**config.mk**
```make
export PLATFORM = sky130hd
export DESIGN_NAME = sharedBusXfer
export DESIGN_NICKNAME = d
export VERILOG_FILES = /design/src/rtl/sbx_pkg.sv /design/src/rtl/sbxControl.sv /design/src/rtl/sbxDatapath.sv /design/src/rtl/sharedBusXfer.sv
export SDC_FILE = /design/constraint.sdc
export NUM_CORES = 1
export LEC_CHECK = 0
export ABC_AREA = 0
export ABC_CLOCK_PERIOD_IN_PS = 2300
export BUFFER_PORTS_ARGS = -buffer_cell sky130_fd_sc_hd__clkbuf_2
export CORE_ASPECT_RATIO = 0.75
export CORE_MARGIN = 2
export CORE_UTILIZATION = 45
export DETAILED_ROUTE_END_ITERATION = 10
export PLACE_DENSITY = 0.86
export SETUP_SLACK_MARGIN = 0.05
export SLEW_MARGIN = 20
export SYNTH_ARGS = -nofsm -noshare
export SYNTH_HDL_FRONTEND = slang
export SYNTH_SLANG_ARGS = --single-unit
```
**constraint.sdc**
```tcl
create_clock -name clk -period 2.3 [get_ports clk]
set_input_delay 0.23 -clock clk [delete_from_list [all_inputs] [get_ports clk]]
set_output_delay 0.23 -clock clk [all_outputs]
set_load 0.03 [all_outputs]
```
**src/rtl/sbx_pkg.sv**
```systemverilog
package sbx_pkg;
  localparam int SBX_MAX_REGS = 8;
  localparam int SBX_IDX_W = $clog2(SBX_MAX_REGS);

  typedef struct packed {
    logic [SBX_MAX_REGS-1:0] loadMask;
    logic [SBX_MAX_REGS-1:0] regDrive;
    logic                    extDrive;
    logic                    busZero;
    logic [SBX_IDX_W-1:0]    regIdx;
  } sbx_strobe_t;
endpackage

```
**src/rtl/sbxControl.sv**
```systemverilog
module sbxControl
  import sbx_pkg::*;
#(
  parameter int NUM_REGS = 3
) (
  input  logic                clk,
  input  logic                rst,
  input  logic [NUM_REGS-1:0] srcEn,
  input  logic                extEn,
  input  logic [NUM_REGS-1:0] loadEn,
  output sbx_strobe_t         strobes,
  output logic                conflictFlag,
  output logic                noDriverFlag
);
  int   drvCount;
  logic multiDrive;
  logic noDrive;

  always_comb begin
    drvCount = extEn ? 1 : 0;
    for (int i = 0; i < NUM_REGS; i++) begin
      if (srcEn[i]) drvCount = drvCount + 1;
    end
    multiDrive = (drvCount > 1);
    noDrive    = (drvCount == 0);
  end

  always_comb begin
    strobes          = '0;
    strobes.extDrive = extEn;
    strobes.busZero  = noDrive || multiDrive;
    for (int i = 0; i < NUM_REGS; i++) begin
      strobes.regDrive[i] = srcEn[i];
      strobes.loadMask[i] = loadEn[i] && !multiDrive;
      if (srcEn[i]) strobes.regIdx = SBX_IDX_W'(i);
    end
  end

  always_ff @(posedge clk) begin
    if (rst) begin
      conflictFlag <= 1'b0;
      noDriverFlag <= 1'b0;
    end else begin
      conflictFlag <= multiDrive;
      noDriverFlag <= noDrive && (|loadEn);
    end
  end

  assert_conflict_flag_R6: assert property (@(posedge clk) disable iff (rst)
    ($countones({extEn, srcEn}) > 1) |=> conflictFlag);

  assert_nodriver_flag_R7: assert property (@(posedge clk) disable iff (rst)
    (({extEn, srcEn} == '0) && (|loadEn)) |=> noDriverFlag);

  assert_flags_clear_R9: assert property (@(posedge clk) disable iff (rst)
    $onehot({extEn, srcEn}) |=> (!conflictFlag && !noDriverFlag));

  assert_flags_reset_R1: assert property (@(posedge clk)
    rst |=> (!conflictFlag && !noDriverFlag));
endmodule

```
**src/rtl/sbxDatapath.sv**
```systemverilog
module sbxDatapath
  import sbx_pkg::*;
#(
  parameter int WIDTH     = 8,
  parameter int NUM_REGS  = 3,
  parameter int BUS_STYLE = 0
) (
  input  logic                      clk,
  input  logic                      rst,
  input  sbx_strobe_t               strobes,
  input  logic [WIDTH-1:0]          extData,
  output logic [NUM_REGS*WIDTH-1:0] regsOut
);
  logic [WIDTH-1:0] regQ [NUM_REGS];
  logic [WIDTH-1:0] busValue;

  generate
    if (BUS_STYLE == 0) begin : g_andOr
      always_comb begin
        busValue = strobes.extDrive ? extData : '0;
        for (int i = 0; i < NUM_REGS; i++) begin
          if (strobes.regDrive[i]) busValue = busValue | regQ[i];
        end
      end
    end else begin : g_mux
      always_comb begin
        busValue = '0;
        if (!strobes.busZero) begin
          if (strobes.extDrive) begin
            busValue = extData;
          end else begin
            for (int i = 0; i < NUM_REGS; i++) begin
              if (strobes.regIdx == SBX_IDX_W'(i)) busValue = regQ[i];
            end
          end
        end
      end
    end
  endgenerate

  for (genvar i = 0; i < NUM_REGS; i++) begin : g_reg
    always_ff @(posedge clk) begin
      if (rst) regQ[i] <= '0;
      else if (strobes.loadMask[i]) regQ[i] <= busValue;
    end
    assign regsOut[i*WIDTH +: WIDTH] = regQ[i];

    assert_reset_clear_R1: assert property (@(posedge clk)
      rst |=> (regQ[i] == '0));

    assert_hold_unloaded_R3: assert property (@(posedge clk) disable iff (rst)
      !strobes.loadMask[i] |=> $stable(regQ[i]));

    assert_ext_load_R2: assert property (@(posedge clk) disable iff (rst)
      (strobes.loadMask[i] && strobes.extDrive &&
       (strobes.regDrive[NUM_REGS-1:0] == '0)) |=> (regQ[i] == $past(extData)));

    assert_zero_load_R7: assert property (@(posedge clk) disable iff (rst)
      (strobes.loadMask[i] && !strobes.extDrive &&
       (strobes.regDrive[NUM_REGS-1:0] == '0)) |=> (regQ[i] == '0));

    for (genvar j = 0; j < NUM_REGS; j++) begin : g_src
      assert_reg_copy_R4: assert property (@(posedge clk) disable iff (rst)
        (strobes.loadMask[i] && !strobes.extDrive && strobes.regDrive[j] &&
         $onehot(strobes.regDrive[NUM_REGS-1:0])) |=> (regQ[i] == $past(regQ[j])));
    end
  end
endmodule

```
**src/rtl/sharedBusXfer.sv**
```systemverilog
module sharedBusXfer
  import sbx_pkg::*;
#(
  parameter int WIDTH     = 8,
  parameter int NUM_REGS  = 3,
  parameter int BUS_STYLE = 0
) (
  input  logic                      clk,
  input  logic                      rst,
  input  logic [NUM_REGS-1:0]       srcEn,
  input  logic                      extEn,
  input  logic [WIDTH-1:0]          extData,
  input  logic [NUM_REGS-1:0]       loadEn,
  output logic [NUM_REGS*WIDTH-1:0] regsOut,
  output logic                      conflictFlag,
  output logic                      noDriverFlag
);
  sbx_strobe_t strobes;

  sbxControl #(.NUM_REGS(NUM_REGS)) u_ctrl (
    .clk(clk), .rst(rst), .srcEn(srcEn), .extEn(extEn), .loadEn(loadEn),
    .strobes(strobes), .conflictFlag(conflictFlag), .noDriverFlag(noDriverFlag)
  );

  sbxDatapath #(.WIDTH(WIDTH), .NUM_REGS(NUM_REGS), .BUS_STYLE(BUS_STYLE)) u_dp (
    .clk(clk), .rst(rst), .strobes(strobes), .extData(extData), .regsOut(regsOut)
  );

  assert_conflict_frozen_R6: assert property (@(posedge clk) disable iff (rst)
    ($countones({extEn, srcEn}) > 1) |=> $stable(regsOut));
endmodule

```
* After elaboration in Yosys (flattened, before gate mapping)
Memory sizes are Yosys's and may differ from the RTL's.
Index checks and enable logic that the tools add are counted.
** Storage, ports and cells
- Word-level logic and storage cells :: 42
- Memories kept :: 1
- Register bits after elaboration :: 2
- Memory bits (writable) :: 24
- Output and inout bits :: 26
- Input bits :: 17
** Memory list
- u_dp.regQ :: words 3, bits a word 8, read ports 3, clocked after memory_dff 0, wr ports 3, RTL line sbxDatapath.sv:14 : logic [WIDTH-1:0] regQ [NUM_REGS];
** Operators by class
- Reduce and logical (&&, ||, !) cells :: 7
- Mux-type cells :: 22
- Add/subtract/negate cells :: 3
- Order comparisons :: 1
- Bitwise gates (word level) :: 6
** Operators by type and width (number)
- $add A32 B2 Y32 const B :: 3
- $mux W32 :: 3
- $mux W8 :: 7
- $gt A32 B2 Y1 const B :: 1
- $logic_not A32 Y1 :: 1
- $or A8 B8 Y8 :: 3
- $mux W1 :: 12
- $logic_and A1 B1 Y1 :: 4
- $or A1 B1 Y1 :: 3
- $reduce_or A3 Y1 :: 1
- $logic_not A1 Y1 :: 1

* Depth between registers and ports, before layout
- Word-level depth :: 14
- Mapped depth :: 9

* Modules after synthesis
From an unflattened synthesis, not the netlist that was laid out.
** Second synthesis, totals
- Cell total of the unflattened synthesis :: 129
- Area total of the unflattened synthesis :: 1622.8 sq um
** Modules (own cells, without submodules)
- sbxDatapath :: instances 1, cells an instance 77, area an instance 1184.9 sq um, sequential area each 720.7 sq um
- sbxControl :: instances 1, cells an instance 52, area an instance 437.9 sq um, sequential area each 40.0 sq um

* Worst setup path before layout
No wires, ideal clock.
- Path kind :: input-to-reg
- Start point :: input port srcEn[0]
- End point :: memory u_dp.regQ[0][0], enable pin
- Arrival time :: 2.032 ns
- Required time :: 1.925 ns
- Setup slack :: -0.106 ns
- Stages on the path :: 9
- Cells stage by stage :: clkbuf_1 -> inv_1 -> ha_1 -> a21oi_1 -> o32ai_1 -> o2bb2ai_1 -> buf_6 -> buf_6 -> o21bai_1
** RTL lines
- start, declared :: RTL line sharedBusXfer.sv:10 : input logic [NUM_REGS-1:0] srcEn,
- end, declared :: RTL line sbxDatapath.sv:14

==> impl_metrics.json <==
{
  "crit_type": "input port to register",
  "antenna_left": 0,
  "startpoint_type": "input port",
  "drc": 0,
  "grt_max_degree": 21,
  "cts_root_buffer": "clkbuf_8",
  "num_rows": 16,
  "whs_endpoint": "u_ctrl.conflictFlag",
  "setup_ws_ns": 0.423,
  "power_frac_seq": 0.462,
  "power_density_nw_per_um2": 779,
  "port_buffers": 42,
  "grt_pass1_wl_um": 5020,
  "pin_count": 43,
  "die_y_um": 50.9,
  "setup_violations": 0,
  "cp-end-kind": "register",
  "hold_violations": 0,
  "power_frac_comb": 0.244,
  "drt_first_pass_iters": 4,
  "routabilityCongestion": 0.817,
  "grt_overflow_total": 0,
  "synth_compound_area_frac": 0.140,
  "cts-resized-gates": 0,
  "critPathTopFamily": "compound AO/OA/AOI/OAI gates",
  "stdcell_count": 182,
  "avgSynthCellArea_um2": 12.7,
  "synth.top_cell.area_share": 0.545,
  "crit_chain": "clkbuf_2 > inv_1 > ha_1 > a21oi_1 > o32ai_1 > o2bb2ai_2 > buf_4 > nor3_1",
  "worst_pin_slew_ns": 0.565,
  "synth_top_family_by_area": "simple AND/OR/NAND/NOR gates",
  "yosysWarnings": 0,
  "cts_tree": "done",
  "cap_violations": 0,
  "cp.depth": 8,
  "area_growth_pct": 24.4,
  "htree_levels": 1,
  "synthXorXnorAreaFrac": 0.0199,
  "rr_endpoint": "u_dp.regQ[2][6]",
  "netlist_area_um2": 1320,
  "wirelength_um": 3120,
  "cts_made_buffers": 3,
  "seq_area_frac_synth": 0.576,
  "path_max_fanout": 20,
  "hold_class": "input port to register",
  "antenna_found_initial": 0,
  "fin_area_um2": 1640,
  "die-area_um2": 3390,
  "reg2reg_from": "u_dp.regQ[0][6]",
  "cp_slowest_cell": "o2bb2ai_2",
  "worst-path-buf-inv": 3,
  "grt_pass1_vias": 1018,
  "skew_ns": 0.00309,
  "min_path_cells": 2,
  "final_core_util": 0.608,
  "cts_setup_buffers": 0,
  "avgRoutedWirePerCell_um": 17.1,
  "drive_above_1_share": 0.418,
  "yosys_register_bits": 26,
  "viasPerCell": 5.64,
  "synthMuxAreaShare": 0.0152,
  "dp_hpwl_um": 2310,
  "placed_area_um2": 1570,
  "max_freq_mhz": 533,
  "yosysUniqueCellTypes": 22,
  "core_um2": 2700,
  "p_clk_frac": 0.293,
  "intPower_uw": 897,
  "critPathArrivalTime_ns": 1.89,
  "mostFrequentLayoutCell": "clkbuf_2",
  "p_switching_uw": 383,
  "worst-r2r-cell-count": 3,
  "power.leakage_nw": 0.689,
  "clk_latency_ns": 0.27,
  "synth-simple-area-share": 0.152,
  "netSwitchingFraction": 0.300,
  "final_cell_mix": "clkbuf_2, edfxtp_1, nor3_1",
  "clk_pin_slew_worst_paths_ns": 0.09,
  "post_synth_fa_ha_maj_area_fraction": 0.0379,
  "worstPathRequired_ns": 2.31,
  "max_slew_margin": 0.623,
  "pre_cts_slack_ns": 0.137,
  "netlist_instances": 104,
  "critical-path-max-stage-delay_ns": 0.44,
  "yosysTopAreaCell": "edfxtp_1",
  "slew_violations": 0,
  "setup_tns_ns": 0,
  "clock_path_buffers": 2,
  "run_status": "finished, final reports clean",
  "start_util": 0.489,
  "rrSetupSlack_ns": 0.85,
  "syn-num-nets": 125,
  "post-route-min-period_ns": 1.88,
  "grt_use_total": 0.205,
  "hold_buffers": 0,
  "antenna_cells": 0,
  "nets": 168,
  "num_vias": 1027,
  "synthTopCellsByArea": "edfxtp_1, nor3_1, a221oi_1",
  "rsz0062_at_grt": "false",
  "drtIter0Drc": 55,
  "cts_sinks": 26,
  "die_w_um": 66.6,
  "ir_drop_mv": 0.481,
  "dpl.cell_count": 178,
  "hold_path.startpoint": "rst",
  "fin_crit_sh": 0.816
}
layout make-up:
| type | count | area, µm² |
|---|---|---|
| tap | 36 | 45.0 |
| clock buffer | 3 | 41.3 |
| clock inverter | 1 | 30.0 |
| timing repair buffer | 48 | 255 |
| multi-input combinational | 62 | 489 |
| inverter | 6 | 22.5 |
| fill | 222 | 1060 |
| sequential | 26 | 761 |
through the flow:
step	power (mW)	hold WS (ns)
5_1_grt	1.33	0.207
3_3_place_gp	0.904	0.497
3_5_place_dp	0.915	0.496
2_1_floorplan	0.820	0.301
4_1_cts	1.29	0.200
6_report	1.28	0.202
per-layer routing:
metal | routed length [µm] | global-route usage
met3 | 298 | 0.0529
met2 | 1490 | 0.357
met4 | 32 | 0.0612
met1 | 1300 | 0.250
met5 | 0 | 0
registers in the layout, indices dropped and copies added (netlist names):
name,count
u_dp.regQ,24
u_ctrl.conflictFlag,1
u_ctrl.noDriverFlag,1
kinds of logic after synthesis:
kind of cell               Yosys count
muxes                                2
adders and majority gates            4
buffers and inverters               16
DFF                                 26
and+or+nand+nor                     31
xor gates and xnor gates             3
AOI/OAI and AO/OA                   22
how the worst max path moves through the flow:
stage	startpoint	endpoint	slack (ns)
6_report	srcEn[0]	u_dp.regQ[1][5]	0.42
5_1_grt	srcEn[0]	u_dp.regQ[2][0]	0.25
4_1_cts	extEn	u_dp.regQ[2][0]	0.44
3_5_place_dp	extEn	u_dp.regQ[2][7]	0.14
3_3_place_gp	srcEn[0]	u_dp.regQ[1][6]	0.24
2_1_floorplan	srcEn[0]	u_dp.regQ[0][0]	-0.11
synthesized netlist by cell type (all sizes together):
cell     number
nand2b        3
xnor2         3
nor2b         1
dfxtp         2
edfxtp       24
clkbuf        3
buf           7
nor3         25
mux2i         2
ha            4
a22o          8
a221oi        8
nor4          1
o32ai         1
o21bai        3
inv           6
nor2          1
a21oi         1
o2bb2ai       1
power by group through the flow:
stage          logic (mW)  clock network, mW  registers, mW
6_report            0.313              0.375          0.592
5_1_grt             0.336              0.399          0.597
4_1_cts             0.313              0.380          0.592
3_5_place_dp        0.312                  0          0.603
3_3_place_gp        0.304                  0          0.600
2_1_floorplan       0.133                  0          0.687
worst reg2reg max path, delay by kind of cell, from the launching register on:
kind               cells  cell delay [ns]
DFF                    1             0.42
and+or+nand+nor        1             0.10
AOI/OAI and AO/OA      2             0.68
No activity file was read; power rests on OpenSTA's default activity.
